==> src/rtl/blit_pkg.sv <==
package blit_pkg;
  localparam int COORD_W = 12;

  localparam logic [2:0] SEL_CMD       = 3'd0;
  localparam logic [2:0] SEL_COLOR     = 3'd1;
  localparam logic [2:0] SEL_CORNER_A  = 3'd2;
  localparam logic [2:0] SEL_CORNER_B  = 3'd3;
  localparam logic [2:0] SEL_PATTERN   = 3'd4;
  localparam logic [2:0] SEL_GO_FILL   = 3'd5;
  localparam logic [2:0] SEL_GO_EXPAND = 3'd6;

  localparam logic [7:0] OP_SOLID = 8'd3;
  localparam logic [7:0] OP_IDLE  = 8'd1;

  typedef struct packed {
    logic [COORD_W-1:0] x;
    logic [COORD_W-1:0] y;
  } point_t;

  typedef struct packed {
    logic [COORD_W-1:0] x_lo;
    logic [COORD_W-1:0] x_hi;
    logic [COORD_W-1:0] y_lo;
    logic [COORD_W-1:0] y_hi;
  } rect_t;
endpackage

==> src/rtl/blit_regs.sv <==
module blit_regs
  import blit_pkg::*;
(
  input  logic        clk,
  input  logic        rst_n,
  input  logic        cfg_we,
  input  logic [2:0]  cfg_sel,
  input  logic [31:0] cfg_wdata,
  input  logic        busy,
  output logic [7:0]  color,
  output point_t      pt_a,
  output point_t      pt_b,
  output logic [31:0] pattern,
  output logic        go_fill,
  output logic        go_expand,
  output logic        op_err
);
  logic [7:0] opcode;
  logic       fill_req;

  assign fill_req  = cfg_we && (cfg_sel == SEL_GO_FILL) && !busy;
  assign go_fill   = fill_req && (opcode == OP_SOLID);
  assign go_expand = cfg_we && (cfg_sel == SEL_GO_EXPAND) && !busy;

  always_ff @(posedge clk) begin
    if (!rst_n) begin
      opcode  <= '0;
      color   <= '0;
      pt_a    <= '0;
      pt_b    <= '0;
      pattern <= '0;
      op_err  <= 1'b0;
    end else begin
      if (cfg_we) begin
        case (cfg_sel)
          SEL_CMD:      opcode  <= cfg_wdata[31:24];
          SEL_COLOR:    color   <= cfg_wdata[7:0];
          SEL_CORNER_A: pt_a    <= '{x: cfg_wdata[27:16], y: cfg_wdata[11:0]};
          SEL_CORNER_B: pt_b    <= '{x: cfg_wdata[27:16], y: cfg_wdata[11:0]};
          SEL_PATTERN:  pattern <= cfg_wdata;
          default: ;
        endcase
      end
      if (fill_req)
        op_err <= !((opcode == OP_SOLID) || (opcode == OP_IDLE));
    end
  end

  // the error flag moves only on an accepted fill trigger
  p_err_src_r8: assert property (@(posedge clk) disable iff (!rst_n)
    (op_err != $past(op_err)) |-> $past(cfg_we && (cfg_sel == SEL_GO_FILL) && !busy));
endmodule

==> src/rtl/blit_corners.sv <==
module blit_corners
  import blit_pkg::*;
#(
  parameter int NARROW_SPAN = 15
) (
  input  point_t pt_a,
  input  point_t pt_b,
  output rect_t  rect,
  output logic   narrow
);
  localparam logic [COORD_W-1:0] SPAN_L = COORD_W'(NARROW_SPAN);

  always_comb begin
    if (pt_b.x < pt_a.x) begin
      rect.x_lo = pt_b.x;
      rect.x_hi = pt_a.x;
    end else begin
      rect.x_lo = pt_a.x;
      rect.x_hi = pt_b.x;
    end
    if (pt_b.y < pt_a.y) begin
      rect.y_lo = pt_b.y;
      rect.y_hi = pt_a.y;
    end else begin
      rect.y_lo = pt_a.y;
      rect.y_hi = pt_b.y;
    end
    narrow = (rect.x_hi - rect.x_lo) <= SPAN_L;
  end
endmodule

==> src/rtl/blit_walker.sv <==
module blit_walker
  import blit_pkg::*;
#(
  parameter logic [31:0] FB_BASE  = 32'h3800_0000,
  parameter int          SCR_W    = 1280,
  parameter int          SCR_H    = 1024,
  parameter int          PAT_BITS = 32,
  parameter int          SHIFT_NARROW = 16
) (
  input  logic                clk,
  input  logic                rst_n,
  input  logic                start,
  input  logic                start_expand,
  input  rect_t               rect,
  input  logic                narrow,
  input  logic [7:0]          color,
  input  logic [PAT_BITS-1:0] pattern,
  input  logic                pix_ready,
  output logic                pix_valid,
  output logic [31:0]         pix_addr,
  output logic [7:0]          pix_data,
  output logic                busy
);
  localparam int             CNT_W   = $clog2(PAT_BITS);
  localparam logic [COORD_W:0] W_L   = (COORD_W+1)'(SCR_W);
  localparam logic [COORD_W:0] H_L   = (COORD_W+1)'(SCR_H);
  localparam logic [31:0]    AREA    = 32'(SCR_W * SCR_H);
  localparam logic [31:0]    ROW_INC = 32'(SCR_W);
  localparam logic [CNT_W-1:0] LAST_BIT = CNT_W'(PAT_BITS - 1);

  logic                running, expand_mode;
  logic [COORD_W-1:0]  cur_x, cur_y, x_first, x_last, y_last;
  logic [7:0]          ink;
  logic [PAT_BITS-1:0] shreg;
  logic [CNT_W-1:0]    bits_used;
  logic [31:0]         row_base;

  logic on_screen, emit, advance, row_end, col_end, finish;

  always_comb begin
    on_screen = ({1'b0, cur_x} < W_L) && ({1'b0, cur_y} < H_L);
    emit      = running && on_screen && (!expand_mode || shreg[PAT_BITS-1]);
    advance   = running && (!emit || pix_ready);
    if (expand_mode) begin
      row_end = (cur_x == x_last);
      col_end = (cur_y == y_last);
      finish  = (row_end && col_end) || (bits_used == LAST_BIT);
    end else begin
      row_end = (cur_x == x_last) || ({1'b0, cur_x} >= W_L - 1'b1) ||
                ({1'b0, cur_y} >= H_L);
      col_end = (cur_y == y_last) || ({1'b0, cur_y} >= H_L - 1'b1);
      finish  = row_end && col_end;
    end
  end

  assign pix_valid = emit;
  assign pix_addr  = FB_BASE + row_base + {{(32-COORD_W){1'b0}}, cur_x};
  assign pix_data  = ink;
  assign busy      = running;

  always_ff @(posedge clk) begin
    if (!rst_n) begin
      running     <= 1'b0;
      expand_mode <= 1'b0;
      cur_x       <= '0;
      cur_y       <= '0;
      x_first     <= '0;
      x_last      <= '0;
      y_last      <= '0;
      ink         <= '0;
      shreg       <= '0;
      bits_used   <= '0;
      row_base    <= '0;
    end else if (!running) begin
      if (start) begin
        running     <= 1'b1;
        expand_mode <= start_expand;
        cur_x       <= rect.x_lo;
        cur_y       <= rect.y_lo;
        x_first     <= rect.x_lo;
        x_last      <= rect.x_hi;
        y_last      <= rect.y_hi;
        ink         <= color;
        shreg       <= narrow ? (pattern << SHIFT_NARROW) : pattern;
        bits_used   <= '0;
        row_base    <= {{(32-COORD_W){1'b0}}, rect.y_lo} * ROW_INC;
      end
    end else if (advance) begin
      if (expand_mode) begin
        shreg     <= shreg << 1;
        bits_used <= bits_used + 1'b1;
      end
      if (finish) begin
        running <= 1'b0;
      end else if (row_end) begin
        cur_x    <= x_first;
        cur_y    <= cur_y + 1'b1;
        row_base <= row_base + ROW_INC;
      end else begin
        cur_x <= cur_x + 1'b1;
      end
    end
  end

  // an offered pixel is held steady under back-pressure
  p_hold_r10: assert property (@(posedge clk) disable iff (!rst_n)
    (pix_valid && !pix_ready) |=> (pix_valid && $stable(pix_addr) && $stable(pix_data)));

  // every emitted address lies inside the visible surface
  p_clip_r5: assert property (@(posedge clk) disable iff (!rst_n)
    pix_valid |-> ((pix_addr - FB_BASE) < AREA));

  // no pixel is offered while idle
  p_quiet_r9: assert property (@(posedge clk) disable iff (!rst_n)
    !busy |-> !pix_valid);

  // a stalled pixel keeps the job alive
  p_busy_stall_r9: assert property (@(posedge clk) disable iff (!rst_n)
    (pix_valid && !pix_ready) |=> busy);
endmodule

==> src/rtl/pixel_blitter.sv <==
module pixel_blitter
  import blit_pkg::*;
#(
  parameter logic [31:0] FB_BASE = 32'h3800_0000,
  parameter int          SCR_W   = 1280,
  parameter int          SCR_H   = 1024
) (
  input  logic        clk,
  input  logic        rst_n,
  input  logic        cfg_we,
  input  logic [2:0]  cfg_sel,
  input  logic [31:0] cfg_wdata,
  input  logic        pix_ready,
  output logic        pix_valid,
  output logic [31:0] pix_addr,
  output logic [7:0]  pix_data,
  output logic        busy,
  output logic        op_err
);
  logic [7:0]  color;
  point_t      pt_a, pt_b;
  logic [31:0] pattern;
  logic        go_fill, go_expand;
  rect_t       rect;
  logic        narrow;

  blit_regs u_regs (
    .clk       (clk),
    .rst_n     (rst_n),
    .cfg_we    (cfg_we),
    .cfg_sel   (cfg_sel),
    .cfg_wdata (cfg_wdata),
    .busy      (busy),
    .color     (color),
    .pt_a      (pt_a),
    .pt_b      (pt_b),
    .pattern   (pattern),
    .go_fill   (go_fill),
    .go_expand (go_expand),
    .op_err    (op_err)
  );

  blit_corners #(.NARROW_SPAN(15)) u_corners (
    .pt_a   (pt_a),
    .pt_b   (pt_b),
    .rect   (rect),
    .narrow (narrow)
  );

  blit_walker #(
    .FB_BASE      (FB_BASE),
    .SCR_W        (SCR_W),
    .SCR_H        (SCR_H),
    .PAT_BITS     (32),
    .SHIFT_NARROW (16)
  ) u_walker (
    .clk          (clk),
    .rst_n        (rst_n),
    .start        (go_fill || go_expand),
    .start_expand (go_expand),
    .rect         (rect),
    .narrow       (narrow),
    .color        (color),
    .pattern      (pattern),
    .pix_ready    (pix_ready),
    .pix_valid    (pix_valid),
    .pix_addr     (pix_addr),
    .pix_data     (pix_data),
    .busy         (busy)
  );
endmodule

==> config.mk <==
export PLATFORM = sky130hd
export DESIGN_NAME = pixel_blitter
export DESIGN_NICKNAME = d
export VERILOG_FILES = /design/src/rtl/blit_pkg.sv /design/src/rtl/blit_regs.sv /design/src/rtl/blit_corners.sv /design/src/rtl/blit_walker.sv /design/src/rtl/pixel_blitter.sv
export SDC_FILE = /design/constraint.sdc
export NUM_CORES = 1
export LEC_CHECK = 0
export CAP_MARGIN = 30
export CORE_MARGIN = 5
export CORE_UTILIZATION = 40
export DETAILED_ROUTE_END_ITERATION = 6
export DONT_BUFFER_PORTS = 1
export GPL_TIMING_DRIVEN = 0
export SKIP_CTS_REPAIR_TIMING = 1
export SYNTH_ARGS = -nofsm -noshare
export SYNTH_HDL_FRONTEND = slang
export SYNTH_HIERARCHICAL = 1
export SYNTH_SLANG_ARGS = --single-unit
==> constraint.sdc <==
create_clock -name clk -period 5.15 [get_ports clk]
set_clock_uncertainty 0.2 [all_clocks]
set_input_delay 1.545 -clock clk [delete_from_list [all_inputs] [get_ports clk]]
set_output_delay 1.545 -clock clk [all_outputs]
set_load 0.02 [all_outputs]
==> results of run 1 <==
==> routing by layer <==
layer | vias to the layer above | GRT usage
met5 | - | 0
met4 | 0 | 0.0591
met3 | 80 | 0.0461
met2 | 389 | 0.356
met1 | 5653 | 0.286
li1 | 5875 | -
==> final cells by class <==
class | instances | area, sq um | share of cell area
clock inverter | 8 | 118 | 0.00800
multi-input combinational | 1249 | 7870 | 0.535
buffer | 125 | 584 | 0.0397
timing repair buffer | 11 | 90.1 | 0.00612
inverter | 36 | 135 | 0.00919
clock buffer | 39 | 791 | 0.0538
tap | 442 | 553 | 0.0376
sequential | 228 | 4570 | 0.311
==> power breakdown <==
| part | total (mW) | switching, mW | internal [mW] |
|---|---|---|---|
| Sequential | 1.85 | 0.0431 | 1.81 |
| Combinational | 0.719 | 0.452 | 0.267 |
| Clock | 1.95 | 0.746 | 1.21 |
| Total | 4.52 | 1.24 | 3.28 |
==> worst min-delay path by stage <==
stage                                                start                                 to  slack [ns]  cells after the start
after floorplan               u_regs/color[0]$_SDFFE_PN0P_  u_walker/pix_data[0]$_SDFFE_PN0P_        0.23                      2
after global placement    u_walker/x_first[2]$_SDFFE_PN0P_   u_walker/x_first[2]$_SDFFE_PN0P_        0.24                      2
after detailed placement   u_regs/pattern[19]$_SDFFE_PN0P_    u_regs/pattern[19]$_SDFFE_PN0P_        0.24                      2
after CTS                  u_regs/pattern[19]$_SDFFE_PN0P_    u_regs/pattern[19]$_SDFFE_PN0P_        0.25                      2
after global routing       u_regs/pattern[19]$_SDFFE_PN0P_    u_regs/pattern[19]$_SDFFE_PN0P_        0.27                      2
final                      u_regs/pattern[19]$_SDFFE_PN0P_    u_regs/pattern[19]$_SDFFE_PN0P_        0.25                      2
==> logic make-up after synthesis <==
| kind of cell | Yosys count |
|---|---|
| other cells | 1 |
| fa+ha+maj | 55 |
| mux | 65 |
| buf+inv | 161 |
| simple gates | 622 |
| flops | 228 |
| compound gates | 428 |
| xor+xnor | 78 |
==> critical path, stage by stage, from the launching register on <==
cell and delay, ns:
dfxtp_2 0.36, inv_1 0.05, ha_1 0.28, a21o_1 0.15, a21o_1 0.17, a21o_1 0.17
a21o_1 0.17, a21o_1 0.18, a211o_1 0.30, a21oi_2 0.14, o21ai_2 0.09, buf_2 0.22
mux2_1 0.41, ha_1 0.24, ha_1 0.25, fa_2 0.38, a21oi_2 0.18, o211ai_1 0.17
o21bai_1 0.26, o21ai_0 0.13, xor2_1 0.15, nand2_1 0.09, a31oi_1 0.08
==> registers in the layout, summed over array words and instances (netlist names), 12 cells and up <==
| name | count |
|---|---|
| u_walker/x_first | 12 |
| u_walker/row_base | 24 |
| u_walker/shreg | 32 |
| u_regs/pattern | 32 |
| u_regs/pt_a | 24 |
| u_walker/cur_x | 12 |
| u_walker/x_last | 12 |
| u_walker/cur_y | 12 |
| u_regs/pt_b | 24 |
| u_walker/y_last | 12 |
==> synth_stat cells, types with 31 or more instances <==
| cell | instances |
|---|---|
| nand2_1 | 363 |
| dfxtp_1 | 228 |
| a21oi_1 | 115 |
| o21ai_0 | 93 |
| clkbuf_1 | 77 |
| nand3_1 | 65 |
| ha_1 | 54 |
| nor2_1 | 48 |
| xor2_1 | 48 |
| a21boi_1 | 34 |
| a21boi_0 | 31 |
| inv_1 | 31 |
| mux2i_1 | 31 |
==> stage by stage <==
step	hold slack, ns	TNS (ns)	power (mW)	std cells
floorplan	0.232	0	2.38	1638
global placement	0.239	-13.36	2.54	2080
detailed placement	0.245	-14.11	2.55	2081
CTS	0.253	-14.94	4.51	2128
global route	0.268	-0.0403	4.70	2138
finish	0.252	0	4.52	2138
==> qor.yml, run 1 <==
grt_start_max_net_pins: 13
max_freq_mhz: 201
path_clk_slew_ns: 0.06
synthXorXnorAreaFrac: 0.0525
synth_edf_count: 0
fin_crit_sh: 0.966
syn2layout_area_growth_pct: 13.0
start_kind: "flop"
synth_cell_types: 88
synthArstFlopShare: 0
drt-met1-wl_um: 17800
startpoint: "u_regs/pt_a[1]$_SDFFE_PN0P_"
overflow: 0
critPathRequiredTime_ns: 5.32
io_pins: 82
arrival_ns: 5.14
cts.sinks: 228
dieWidth_um: 190
root_buffer: "clkbuf_16"
grt_pass1_wl_um: 63800
leakage_nw: 5.51
syn_inst: 1638
status: "finished, final reports clean"
cp_max_fo: 10
place.gp.congestion: 0.879
avgRoutedWirePerCell_um: 18.9
drt_wl_total_um: 40500
hold_viol: 0
dominantRegCellSynth: "dfxtp_1"
maxUsedRoutingLayer: "met4"
reg2reg_from: "u_regs/pt_a[1]$_SDFFE_PN0P_"
cts_tree: "done"
synthMuxAreaShare: 0.0532
drtAntennaViolNets: 0
antenna_cells: 0
via_count: 12000
mostFrequentLayoutCells: "nand2_1, dfxtp_1, a21oi_1"
min_path_type: "flop to flop"
synthesis.area_sq_mm: 0.0130
grt_pass1_vias: 11600
met3WireLength_um: 3000
viasPerCell: 5.61
yosysTopAreaCell: "dfxtp_1"
first_pass_iters: 6
initial_core_util: 0.402
reg2reg_depth: 22
slew_violations: 0
r2r_end: "u_walker/row_base[21]$_SDFFE_PN0P_"
avgSynthCellArea_sq_um: 7.95
hpwl_um: 30400
core-area_sq_mm: 0.0324
mostFrequentLayoutCell: "nand2_1"
ys_seq_area_frac: 0.350
dieArea_sq_mm: 0.0363
setup_viol: 0
numCtsBuffers: 27
clock_path_buffers: 3
fillers: 3308
synth-simple-area-share: 0.223
rrSetupSlack_ns: 0.18
synthTopCellsByArea: "dfxtp_1, nand2_1, ha_1"
antenna_found_initial: 0
yosysWarnings: 6
fin_ws_ns: 0.177
clock_latency_ns: 0.53
p_per_area_mw_per_mm2: 307
cap_violations: 0
nets: 1772
ir_drop_mv: 0.194
yosysTopAreaCellShare: 0.350
synth_top_family_by_area: "simple AND/OR/NAND/NOR gates"
layout_min_cycle_time_ns: 4.97
synth_nets: 1732
pre_cts_ws_ns: -0.800
place_area_sq_mm: 0.0136
num_rows: 66
grt_use_total: 0.215
final_area_sq_mm: 0.0147
tightest_slew_ns: 0.969
max-slew-margin-rel: 0.354
die_h_um: 190
h-tree-depth: 1
postLayoutCoreUtil: 0.454
worstSetupPathType: "flop to flop"
drc: 0
synth_compound_area_frac: 0.214
synth.ff_latch_count: 228
crit_end: "u_walker/row_base[21]$_SDFFE_PN0P_"
io_buffers: 0
endpoint_kind: "flop"
synthAdderAreaFrac: 0.0534
met2WireLength_um: 18600
drive_above_1_share: 0.0908
drtIter0Drc: 777
Note: power is estimated with default switching activity, not from simulation.
==> run 2: changes to the inputs <==
Settings changed: HOLD_SLACK_MARGIN from default to 0.06, PLACE_DENSITY_LB_ADDON from default to 0.05.
==> qor.yml, run 2 (synthesis results as in run 1) <==
drtIter0Drc: 742  # -4.5%
first_pass_iters: 5  # -1
cp_max_fo: 10  # unchanged
arrival_ns: 5.14  # about the same
antenna_cells: 0  # unchanged
clock_path_buffers: 3  # unchanged
startpoint: "u_regs/pt_a[1]$_SDFFE_PN0P_"
overflow: 0  # unchanged
fin_total_pwr_mw: 4.57  # +1.2%
viasPerCell: 5.51  # -1.8%
avgRoutedWirePerCell_um: 20.1  # +6.3%
min-delay-start: "u_regs/pt_a[23]$_SDFFE_PN0P_"
grt_use_total: 0.230  # +0.0143
drt_wl_total_um: 42900  # +6.0%
setup_viol: 0  # unchanged
io_buffers: 0  # unchanged
mostFrequentLayoutCell: "nand2_1"
fin_crit_sh: 0.953  # -0.0126
max_freq_mhz: 204  # +1.3%
start_kind: "flop"
dieWidth_um: 190  # unchanged
crit_buf_inv: 2  # unchanged
critPathMaxStageDelay_ns: 0.36  # -0.05 ns
cap_violations: 0  # unchanged
hpwl_um: 32500  # +6.9%
drive_above_1_share: 0.0858  # -0.00500
endpoint_kind: "flop"
ir_drop_mv: 0.208  # +7.2%
crit_chain: "inv_1 -> ha_1 -> a21o_1 -> a21o_1 -> a21o_1 -> a21o_1 -> a21o_1 -> a211o_1 -> a21oi_2 -> o21ai_2 -> buf_4 -> mux2_2 -> ha_4 -> ha_1 -> a211oi_2 -> o21a_1 -> nor2_1 -> o31ai_1 -> xor2_1 -> o21ai_0 -> a32o_1"
worstSetupPathType: "flop to flop"
leakage_nw: 5.47  # -0.62%
via_count: 11800  # -2.0%
grt_pass1_vias: 11200  # -3.5%
place.gp.congestion: 0.863  # -1.9%
root_buffer: "clkbuf_16"
cts_tree: "done"
multi_input_area_sq_mm: 0.00783  # -0.52%
critPathRequiredTime_ns: 5.38  # +0.06 ns
clock_latency_ns: 0.54  # about the same
path_clk_slew_ns: 0.06  # about the same
drtAntennaViolNets: 0  # unchanged
numCtsBuffers: 28  # +3.7%
io_pins: 82  # unchanged
slew_violations: 0  # unchanged
cts.sinks: 228  # unchanged
regArea_sq_mm: 0.00457  # about the same
grt_pass1_wl_um: 66200  # +3.8%
dpl.cell_count: 2081  # unchanged
layout.cells.non_filler: 2132  # -0.28%
num_rows: 66  # unchanged
h-tree-depth: 1  # unchanged
status: "finished, final reports clean"
die_h_um: 190  # unchanged
layout_min_cycle_time_ns: 4.91  # -0.0650 ns
rsz0062_at_grt: "no"
p_per_area_mw_per_mm2: 312  # +1.7%
initial_core_util: 0.402  # unchanged
mostFrequentLayoutCells: "nand2_1, dfxtp_1, a21oi_1"
min_path_type: "flop to flop"
antenna_found_initial: 0  # unchanged
dieArea_sq_mm: 0.0363  # unchanged
drc: 0  # unchanged
fillers: 3374  # +2.0%
max-slew-margin-rel: 0.352  # -0.00218
path_delay_family: "compound AO/OA/AOI/OAI gates"
crit_path_frequent_cell: "a21o_1"
tightest_slew_ns: 0.966  # -0.00321 ns
syn2layout_area_growth_pct: 12.4
slowest_stage: "dfxtp_2"
hold_viol: 0  # unchanged
core-area_sq_mm: 0.0324  # unchanged
grt_start_max_net_pins: 14  # +1
reg2reg_from: "u_regs/pt_a[1]$_SDFFE_PN0P_"
reg_top3: "u_regs/pattern x32, u_walker/shreg x32"
nets: 1766  # -0.34%
[run 2: cell types whose count changed in the layout (fill, tap and decap cells not counted), sizes merged]
cell      change
clkinv        +3
clkbuf        +1
clkinvlp      -1
buf           -9
[run 2: layer usage]
layer	vias up	global-route usage	wire length, um
met3	50	0.0355	2290
li1	5874	-	-
met4	0	0.0552	882
met1	5551	0.311	19700
met5	-	0	0
met2	278	0.386	20000
[run 2: path summary, 6_finish.rpt]
path	endpoint	slack (ns)	cells after the start
max	u_walker/row_base[18]$_SDFFE_PN0P_	0.24	21
min	u_regs/pt_a[23]$_SDFFE_PN0P_	0.25	2
max reg2reg	u_walker/row_base[18]$_SDFFE_PN0P_	0.24	21
min reg2reg	u_regs/pt_a[23]$_SDFFE_PN0P_	0.25	2
[run 2: final cells by class]
class | instances | area share
plain buffers | 125 | 0.0394
clock buffers | 38 | 0.0553
clock inverters | 10 | 0.00855
inverters | 36 | 0.00923
multi-input cells | 1249 | 0.535
flip-flops and latches | 228 | 0.312
well taps | 442 | 0.0378
repair buffers | 4 | 0.00257
[run 2: per-stage QoR]
step	setup TNS, ns	cell area [sq um]	setup WS, ns	hold WS, ns	util
floorplan	0	13000	0.466	0.232	-
global placement	-17.10	13600	-0.868	0.239	0.419
detailed placement	-17.27	13600	-0.900	0.246	0.420
CTS	-18.08	14500	-0.925	0.253	0.449
global route	0	14600	0.0108	0.269	0.452
finish	0	14600	0.242	0.252	0.452
[run 2: worst min-delay path: stages, from the launching register on]
cell and delay [ns]:
dfxtp_1 0.30, nand2_1 0.05, a21boi_1 0.05
[run 2: power breakdown]
part / switching [mW] / leakage (nW) / internal (mW)
Combinational: 0.454 / 3.16 / 0.252
Clock: 0.778 / 0.468 / 1.24
Sequential: 0.0448 / 1.84 / 1.81
